## src/rtl/addr_bit_latch_pkg.sv

```systemverilog
package addr_bit_latch_pkg;

    // Mode encoding is {hold_n, clear_n}
    typedef enum logic [1:0] {
        MODE_STEER = 2'b00,
        MODE_WRITE = 2'b01,
        MODE_CLEAR = 2'b10,
        MODE_HOLD  = 2'b11
    } mode_e;

    typedef struct packed {
        logic wr_stb;     // store din into addressed entry at edge
        logic clr_stb;    // zero all entries at edge
        logic show_steer; // output is decoded data bit
        logic show_zero;  // output forced low
    } ctrl_t;

endpackage

```

## src/rtl/addr_bit_latch_mode_dec.sv

```systemverilog
module addr_bit_latch_mode_dec
    import addr_bit_latch_pkg::*;
(
    input  logic  hold_ni,
    input  logic  clear_ni,
    output ctrl_t ctrl_o
);
    mode_e mode;

    always_comb begin
        mode   = mode_e'({hold_ni, clear_ni});
        ctrl_o = '0;
        unique case (mode)
            MODE_WRITE: ctrl_o.wr_stb = 1'b1;
            MODE_HOLD:  ctrl_o = '0;
            MODE_STEER: ctrl_o.show_steer = 1'b1;
            MODE_CLEAR: begin
                ctrl_o.clr_stb   = 1'b1;
                ctrl_o.show_zero = 1'b1;
            end
            default:    ctrl_o = '0;
        endcase
    end
endmodule

```

## src/rtl/addr_bit_latch_onehot.sv

```systemverilog
module addr_bit_latch_onehot #(
    parameter int ADDR_W = 3,
    localparam int N = 1 << ADDR_W
) (
    input  logic [ADDR_W-1:0] sel_i,
    output logic [N-1:0]      hot_o
);
    for (genvar g = 0; g < N; g++) begin : g_line
        assign hot_o[g] = (sel_i == ADDR_W'(g));
    end
endmodule

```

## src/rtl/addr_bit_latch_store.sv

```systemverilog
module addr_bit_latch_store #(
    parameter int N = 8
) (
    input  logic         clk_i,
    input  logic         rst_ni,
    input  logic         wr_stb_i,
    input  logic         clr_stb_i,
    input  logic [N-1:0] hot_i,
    input  logic         din_i,
    output logic [N-1:0] bits_o
);
    typedef struct packed {
        logic [N-1:0] bits;
    } store_t;

    store_t st_d, st_q;

    always_comb begin
        st_d = st_q;
        if (clr_stb_i) begin
            st_d.bits = '0;
        end else if (wr_stb_i) begin
            st_d.bits = (st_q.bits & ~hot_i) | (hot_i & {N{din_i}});
        end
    end

    always_ff @(posedge clk_i or negedge rst_ni) begin
        if (!rst_ni) begin
            st_q <= '0;
        end else begin
            st_q <= st_d;
        end
    end

    assign bits_o = st_q.bits;
endmodule

```

## src/rtl/addr_bit_latch.sv

```systemverilog
module addr_bit_latch
    import addr_bit_latch_pkg::*;
#(
    parameter int ADDR_W = 3,
    localparam int N = 1 << ADDR_W
) (
    input  logic              clk_i,
    input  logic              rst_ni,
    input  logic              din_i,
    input  logic [ADDR_W-1:0] sel_i,
    input  logic              hold_ni,
    input  logic              clear_ni,
    output logic [N-1:0]      q_o
);
    ctrl_t        ctrl;
    logic [N-1:0] hot;
    logic [N-1:0] stored;

    addr_bit_latch_mode_dec u_mode (
        .hold_ni (hold_ni),
        .clear_ni(clear_ni),
        .ctrl_o  (ctrl)
    );

    addr_bit_latch_onehot #(.ADDR_W(ADDR_W)) u_hot (
        .sel_i(sel_i),
        .hot_o(hot)
    );

    addr_bit_latch_store #(.N(N)) u_store (
        .clk_i    (clk_i),
        .rst_ni   (rst_ni),
        .wr_stb_i (ctrl.wr_stb),
        .clr_stb_i(ctrl.clr_stb),
        .hot_i    (hot),
        .din_i    (din_i),
        .bits_o   (stored)
    );

    for (genvar g = 0; g < N; g++) begin : g_out
        always_comb begin
            if (ctrl.show_zero) begin
                q_o[g] = 1'b0;
            end else if (ctrl.show_steer) begin
                q_o[g] = hot[g] & din_i;
            end else begin
                q_o[g] = stored[g];
            end
        end
    end
endmodule

```

## config.mk

```make
export PLATFORM = sky130hd
export DESIGN_NAME = addr_bit_latch
export DESIGN_NICKNAME = d
export VERILOG_FILES = /design/src/rtl/addr_bit_latch_pkg.sv /design/src/rtl/addr_bit_latch_mode_dec.sv /design/src/rtl/addr_bit_latch_onehot.sv /design/src/rtl/addr_bit_latch_store.sv /design/src/rtl/addr_bit_latch.sv
export SDC_FILE = /design/constraint.sdc
export NUM_CORES = 1
export LEC_CHECK = 0
export ABC_AREA = 1
export BUFFER_PORTS_ARGS = -buffer_cell sky130_fd_sc_hd__buf_2
export CELL_PAD_IN_SITES_DETAIL_PLACEMENT = 1
export CELL_PAD_IN_SITES_GLOBAL_PLACEMENT = 2
export CORE_UTILIZATION = 25
export DETAILED_ROUTE_END_ITERATION = 16
export PLACE_DENSITY = 0.77
export SLEW_MARGIN = 20
export SYNTH_ARGS = -nofsm -noshare
export SYNTH_HDL_FRONTEND = slang
export SYNTH_HIERARCHICAL = 1
export SYNTH_SLANG_ARGS = --single-unit
```

## constraint.sdc

```tcl
create_clock -name clk_i -period 0.8 [get_ports clk_i]
set_clock_uncertainty 0.05 [all_clocks]
set_input_delay 0.16 -clock clk_i [delete_from_list [all_inputs] [get_ports clk_i]]
set_output_delay 0.16 -clock clk_i [all_outputs]
set_load 0.01 [all_outputs]
```

# Yosys cells after proc, flatten, opt, wreduce, memory -nomap -nowiden
# Index checks and enable logic that the tools add are counted.
# totals
regBits,8
latchBits,0
mem_bits_rw,0
rom_bits,0
inputBits,8
out_inout_bits,8
word_cells,46
memories,0
# op_classes
addsub,0
n_mul,0
div_mod_pow,0
n_lt_le_gt_ge,0
n_eq_ne,9
shift,0
muxes,21
n_bitwise,12
n_reduce_logical,3
# op_table
operator,count
1-bit 2-to-1 mux,19
8-bit AND,2
8-bit 2-to-1 mux,2
3-bit equality test (second input constant),4
1-bit AND,8
8-bit inverter,1
8-bit OR,1
3-bit by 2-bit equality test with 1-bit output (second input constant),2
3-bit by 1-bit equality test with 1-bit output (second input constant),1
3-bit logical NOT,1
2-bit by 1-bit equality test with 1-bit output (second input constant),1
2-bit equality test (second input constant),1
2-bit logical NOT,1
2-bit nonzero test,1

# Longest topological paths before layout
# Gate-level depths: netlist of the first run.
# depth
depth_word,6
depth_mapped,8
mapped_depth_nobuf,8

# Hierarchy
# The synthesis of the first run kept the hierarchy.
# modules_own_cells
mod,instances,cells_each,area_each_um2,seq_area_each_um2
addr_bit_latch_store,1,68,454.2,200.2
addr_bit_latch,1,28,133.9,0.0
addr_bit_latch_onehot,1,15,56.3,0.0
addr_bit_latch_mode_dec,1,6,26.3,0.0

# Least setup slack after synthesis of the first run
# No wires, ideal clock.
# synth_path
path_kind,input-to-output
from,input port sel_i[0]
to,output port q_o[0]
arrival_ps,709
required_ps,590
setup_slack_ps,-119
stages,5
n_path_buf,0
cell_sequence,inv_1 nand2_1 nor2_1 nand3_1 a21oi_1
# synth_via
elab_chain_len,4
# synth_rtl
element,line,rtl
start: declaration,addr_bit_latch.sv:10,"input logic [ADDR_W-1:0] sel_i,"
3-bit logical NOT,addr_bit_latch_onehot.sv:9,assign hot_o[g] = (sel_i == ADDR_W'(g));
via hot[0],addr_bit_latch.sv:16,logic [N-1:0] hot;
1-bit AND,addr_bit_latch.sv:45,q_o[g] = hot[g] & din_i;
1-bit 2-to-1 mux,addr_bit_latch.sv:44,end else if (ctrl.show_steer) begin
1-bit 2-to-1 mux,addr_bit_latch.sv:42,if (ctrl.show_zero) begin
end: declaration,addr_bit_latch.sv:13,output logic [N-1:0] q_o
# The timed path passes the listed nets, and every way through them passes these cells.

# Final worst setup path of the first run
# layout_path
from,"register u_store.st_q, in the netlist u_store/bits_o[3]"
to,output port q_o[3]
# layout_via
elab_chain_len,2
# layout_rtl
element,line,rtl
start: declaration,addr_bit_latch_store.sv:16,"store_t st_d, st_q;"
start signal: assignment,addr_bit_latch_store.sv:31,st_q <= st_d;
1-bit 2-to-1 mux,addr_bit_latch.sv:44,
1-bit 2-to-1 mux,addr_bit_latch.sv:42,
# No other way between the ends.

==> summary.txt, run 1 <==
Global routing
  – GRT Util Overall: 0.185
  – Initial antenna violation count: 0
  – Global-route wire length before repair: about 3.8 mm
  – Aggregate global routing overflow: 0
  – Vias in the first global route: 843
  – Pin count of the biggest net entering global routing: 11

Clock network
  – Sink Count: 8
  – H-tree Lvls: 1
  – Clock Path Buffers: 2
  – CTS buffer count: 3
  – Clock root buffer: clkbuf_4
  – Skew-Pair Late Insertion Delay: 240 ps
  – CTS clk-pin slew, worst paths: 50 ps
  – TritonCTS clock tree: yes

Pwr
  – Seq pwr share: 0.370
  – Sw Ratio: 0.320
  – Combinational share of power: 0.396
  – Pwr dens: ~900 mW/mm²
  – Lkg Pwr: about 0.00060 µW
  – Switching pwr: around 380 µW
  – Int Power: roughly 800 µW
  – Proportion of power drawn by the clock network: 0.234
  – Worst VDD drop: ~0.82 mV

Finish
  – Final non-filler cell total: around 180
  – Layout area overhead: 96.6%
  – Commonest non-fill, non-tap cells in the layout: 35 x nand2_1, 13 x buf_6, 13 x nand2_2
  – Diodes inserted: 0
  – Max FFs per register: 8
  – Commonest non-fill, non-tap cell in the layout: nand2_1
  – Post-layout nets: 163
  – Layout cells sized above 1: 0.634

Placement
  – Final GP Congestion: around 0.74
  – # port buffers: 15
  – Inst Count DP: between 150 and 200
  – Dpl hpwl: 1.69 mm

Timing
  – Final hold vios: 0
  – Setup-failing EPs final: 15
  – Worst Max-Slew Pin Slew: between 200 and 300 ps
  – RSZ-0062 raised after global routing: yes
  – Final Cycle Share: 1.51
  – FMAX: slightly above 0.8 GHz
  – Final worst setup slack: -404 ps
  – Final Max Slew Viols: 0
  – Fin Setup TNS: -3280 ps
  – Tmin final: 1200 ps
  – Worst slew margin: 0.832

Routing
  – DRT Pass-1 Iters: 3
  – Avg WL per Cell: roughly 13 µm
  – DRC violations left: 0
  – Vias/cell: between 4 and 5
  – Drt total wl: ~2.3 mm
  – DR iter-0 viols: 9
  – Routed via count: around 830
  – DRT antenna net count: 0

Outcome
  – Status: finished, violations left
  – Failing checks: setup timing

Floorplanning
  – Rows: 18
  – Initial core utilization: 0.268
  – Core Area: about 0.0025 mm²
  – I/O pin cnt: 16
  – DIE HEIGHT: ~54 µm
  – Die Area: 0.00289 mm²
  – Die Wd: 53.8 µm

Setup path
  – Worst Path Max Fanout: 3
  – Setup CP Type: flip-flop to primary output
  – Critical Path AT: around 990 ps
  – Type of origin of the critical path: flip-flop
  – Data required, critical path: 590 ps
  – Critical Path End Type: primary output

Logic synthesis
  – Synth unique cells: 12
  – Syn nets: 125
  – Cells after synthesis: ~120
  – Synthesis-stage register bit count: 8
  – Post-Syn Area: about 670 µm²
  – Mapped Avg Cell Area: 5.73 µm²
  – YS warnings: 6
  – Sequential share of the synthesized area: 0.299

Worst hold path
  – Hold crit path type: input port to asynchronous set/reset pin

Flow run
  – Max Cap Viol: 0
==> Yosys cell counts, drive strengths merged <==
cell type / instances / area (µm²)
a21oi: 8 / 40.0
buf: 5 / 41.3
clkbuf: 1 / 5.00
dfrtp: 8 / 200
inv: 15 / 56.3
nand2: 52 / 195
nand3: 16 / 80.1
nor2: 12 / 52.6
==> per-stage QoR <==
stage / instance area (µm²) / worst slack (ps) / hold WS (ps) / total power (µW) / util
floorplan: 830 / -54.8 / -186 / 650 / -
global placement: 1030 / -332 / -45.7 / 784 / 0.412
detailed placement: 1030 / -373 / -43.1 / 791 / 0.412
CTS: 1210 / -383 / 231 / 1150 / 0.482
global route: 1320 / -470 / 226 / 1280 / 0.528
finish: 1320 / -404 / 232 / 1180 / 0.528
==> cell families after synthesis <==
group | count (synthesis) | share of synthesized area
AOI/OAI and AO/OA | 8 | 0.0597
buffers and inverters | 21 | 0.153
DFF | 8 | 0.299
and+or+nand+nor | 80 | 0.489
==> layer usage <==
metal,up-vias,part of all wire,GRT usage
met4,0,0,0.0658
met5,-,0,0
met1,388,0.47,0.230
met3,0,0.015,0.0169
met2,9,0.51,0.327
li1,431,-,-
==> repair_timing <==
action	in CTS	in global routing
pin swaps	13	20
endpoints found under the hold margin	8	0
resized for setup	26	34
setup endpoints to repair	16	16
hold buffers	1	0
setup buffers	8	6
==> critical path, cell delays in order, from the launching register on <==
cell     delay, ps
dfrtp_1        380
nand2_1         80
a21oi_2        140
buf_2          150
==> area by class of cell <==
cell class | instances | area, µm²
inverters | 15 | 86.3
clock buffers | 3 | 22.5
repair buffers | 39 | 362
flip-flops and latches | 8 | 200
well taps | 30 | 37.5
multi-input cells | 88 | 611
fillers | 291 | 1180
==> power groups by stage <==
stage / clock [µW] / sequential (µW) / combinational, µW
3_5_place_dp: 0 / 444 / 347
3_3_place_gp: 0 / 443 / 342
5_1_grt: 333 / 437 / 512
4_1_cts: 294 / 436 / 417
2_1_floorplan: 0 / 438 / 212
6_report: 276 / 437 / 468
==> path summary, 6_finish.rpt <==
kind	start	to	slack (ps)	cells after the start
worst min-delay path	rst_ni	u_store/bits_o[4]	230	2
worst max register to register	u_store/bits_o[5]	u_store/bits_o[5]	-100	5
worst max-delay path	u_store/bits_o[3]	q_o[3]	-400	3
min in group clk_i	hold_ni	u_store/bits_o[1]	340	5
worst min register to register	u_store/bits_o[3]	u_store/bits_o[3]	490	2
max in group asynchronous	rst_ni	u_store/bits_o[1]	310	2
Power figures use the tool's default switching activity.
==> inputs of run 2 (changes only) <==
==> constraint.sdc (replaced) <==
create_clock -name clk_i -period 1.14 [get_ports clk_i]
set_clock_uncertainty 0.05 [all_clocks]
set_input_delay 0.228 -clock clk_i [delete_from_list [all_inputs] [get_ports clk_i]]
set_output_delay 0.228 -clock clk_i [all_outputs]
set_load 0.01 [all_outputs]
==> run 2 against run 1 <==
Effect of this change: the flow still finishes with violations (setup timing); non-clock buffer count grew 1; cell count grew 0.55%; combinational power shrank 41%; global-route usage grew 0.49 points; largest cell class unchanged; die area is the same; first-iteration DRC count shrank 78%; register-to-register slack gained 310 ps; highest routed layer is now met4; via count grew 1.6%.
==> summary.txt, run 2 (synthesis gave the netlist of run 1 again) <==
Outcome
  – Status: finished, violations left
  – Failing checks: setup timing

Routing
  – DRT antenna net count: 0 (unchanged)
  – Vias/cell: 4.57 (+1.0%)
  – DRT Pass-1 Iters: 3 (unchanged)
  – DR iter-0 viols: 2 (-7)
  – Routed via count: 841 (+1.6%)
  – DRC violations left: 0 (unchanged)
  – Avg WL per Cell: 12.6 µm (-0.84%)
  – Drt total wl: 2.32 mm (-0.30%)

Finish
  – Final non-filler cell total: 184 (+0.55%)
  – Final core utilization: 0.463 (-0.0646)
  – Diodes inserted: 0 (unchanged)
  – Commonest non-fill, non-tap cell in the layout: nand2_1
  – Layout cells sized above 1: 0.494 (-0.140)
  – Layout area overhead: 72.6%
  – Commonest non-fill, non-tap cells in the layout: 48 x nand2_1, 22 x buf_4, 10 x buf_2, 10 x inv_1, 9 x nor2_4
  – Fin area: 0.00116 mm² (-12%)
  – Max FFs per register: 8 (unchanged)
  – Post-layout nets: 164 (+0.61%)
  – Fill count: 334 (+15%)

Placement
  – Inst Count DP: 167 (-2.3%)
  – Final GP Congestion: 0.736 (-0.82%)
  – Cell Area, Placed: 820 µm² (-20%)
  – Dpl hpwl: 1.59 mm (-5.5%)
  – # port buffers: 15 (unchanged)
  – Pre-CTS setup slack: -184 ps (+189 ps)

Clock network
  – Clock Path Buffers: 2 (unchanged)
  – Sink Count: 8 (unchanged)
  – H-tree Lvls: 1 (unchanged)
  – CTS buffer count: 3 (unchanged)
  – CTS clk-pin slew, worst paths: 50 ps (about the same)
  – TritonCTS clock tree: yes
  – Clock root buffer: clkbuf_4
  – Skew-Pair Late Insertion Delay: 240 ps (about the same)

Floorplanning
  – Rows: 18 (unchanged)
  – I/O pin cnt: 16 (unchanged)
  – DIE HEIGHT: 53.8 µm (unchanged)
  – Die Wd: 53.8 µm (unchanged)
  – Core Area: 0.00250 mm² (unchanged)
  – Die Area: 0.00289 mm² (unchanged)
  – Initial core utilization: 0.268 (unchanged)

Setup path
  – Cells on worst reg2reg path: 5 (unchanged)
  – Worst Path Max Fanout: 3 (unchanged)
  – Critical Path End Type: primary output
  – Flop-to-flop setup slack: 210 ps (+310 ps)
  – Reg-to-reg endpoint: u_store/bits_o[7]
  – Setup CP Type: input port to primary output
  – Crit-path cells: buf_6, inv_4, nand2_4, nor2_4, nand3_2, a21oi_2, buf_2
  – Max incr delay on CP: 150 ps (-230 ps)
  – Critical Path AT: 970 ps (-20 ps)
  – Data required, critical path: 860 ps (+270 ps)
  – Type of origin of the critical path: input port
  – Reg-to-Reg Start: u_store/bits_o[7]
  – Crit-path slowest cell: a21oi_2

Global routing
  – Initial antenna violation count: 0 (unchanged)
  – Pin count of the biggest net entering global routing: 14 (+3)
  – Global-route wire length before repair: 3.91 mm (+2.2%)
  – GRT Util Overall: 0.190 (+0.00492)
  – Aggregate global routing overflow: 0 (unchanged)
  – Vias in the first global route: 899 (+6.6%)

Pwr
  – Lkg Pwr: 0.000588 µW (-2.4%)
  – Worst VDD drop: 0.516 mV (-37%)
  – Pwr dens: 680 mW/mm² (-24%)

Worst hold path
  – Hold crit path type: input port to flip-flop
  – Hold worst-path end: u_store/bits_o[7]
  – Cell count of the worst hold path: 4
  – Hold_sp: hold_ni

Timing
  – Final Cycle Share: 1.10
  – Worst Max-Slew Pin Slew: 410 ps (+157 ps)
  – Worst slew margin: 0.727 (-0.105)
  – RSZ-0062 raised after global routing: yes
  – Setup-failing EPs final: 8 (-7)
  – Tmin final: ~1200 ps
  – Final hold vios: 0 (unchanged)
  – Final Max Slew Viols: 0 (unchanged)
  – FMAX: around 0.80 GHz
  – Worst hold slack: 281 ps (+48.9 ps)
  – Final worst setup slack: -109 ps (+295 ps)

Flow run
  – Max Cap Viol: 0 (unchanged)
## run 2: cell types whose count changed in the layout (fill, tap and decap cells not counted), moves of 3 or more
cell     change
nand2_1     +13
nand3_2      -4
nand2_2     -12
buf_6        -7
buf_12       -3
buf_4       +12
nand3_1      +4
## run 2: area by class of cell
| cell class | count | area [µm²] | area share |
|---|---|---|---|
| multi-input cells | 88 | 520 | 0.450 |
| repair buffers | 40 | 308 | 0.266 |
| flip-flops and latches | 8 | 200 | 0.173 |
| inverters | 15 | 68.8 | 0.0595 |
| well taps | 30 | 37.5 | 0.0324 |
| clock buffers | 3 | 22.5 | 0.0195 |
## run 2: routing by layer
metal / global-route usage / up-vias / wire (µm)
met2: 0.346 / 10 / 1250
li1: - / 432 / -
met3: 0.0141 / 4 / 48
met1: 0.220 / 395 / 997
met5: 0 / - / 0
met4: 0.0921 / 0 / 23
## run 2: timing repair
action,4_1_cts,5_1_grt
gates cloned,1,0
pin swaps,17,4
hold buffers,1,0
buffers inserted,12,0
endpoints found under the setup margin,8,16
gates resized for setup,58,3
endpoints found under the hold margin,8,0
## run 2: how the worst max path moves through the flow
stage | cells past startpoint | slack (ps) | startpoint | to
floorplan | 5 | 80 | sel_i[0] | q_o[0]
global placement | 6 | -180 | clear_ni | u_store/bits_o[0]
detailed placement | 6 | -180 | clear_ni | u_store/bits_o[3]
CTS | 3 | -110 | u_store/bits_o[4] | q_o[4]
global route | 3 | -190 | u_store/bits_o[0] | q_o[0]
finish | 7 | -110 | sel_i[1] | q_o[0]
## run 2: power by group
group          total (µW)  internal (µW)  switching (µW)
clock                 206            120            85.8
combinational         276            120             156
sequential            306            296            9.57
## run 2: critical path, delay by kind of cell
| kind | cells | cell delay [ps] |
|---|---|---|
| buffers and inverters | 3 | 310 |
| AND/OR/NAND/NOR | 3 | 280 |
| AO/OA/AOI/OAI | 1 | 150 |
## run 2: metrics by stage
| step | total power, µW | TNS [ps] |
|---|---|---|
| 2_1_floorplan | 416 | 0 |
| 3_3_place_gp | 480 | -2440 |
| 3_5_place_dp | 484 | -2590 |
| 4_1_cts | 798 | -787 |
| 5_1_grt | 847 | -1300 |
| 6_report | 787 | -749 |
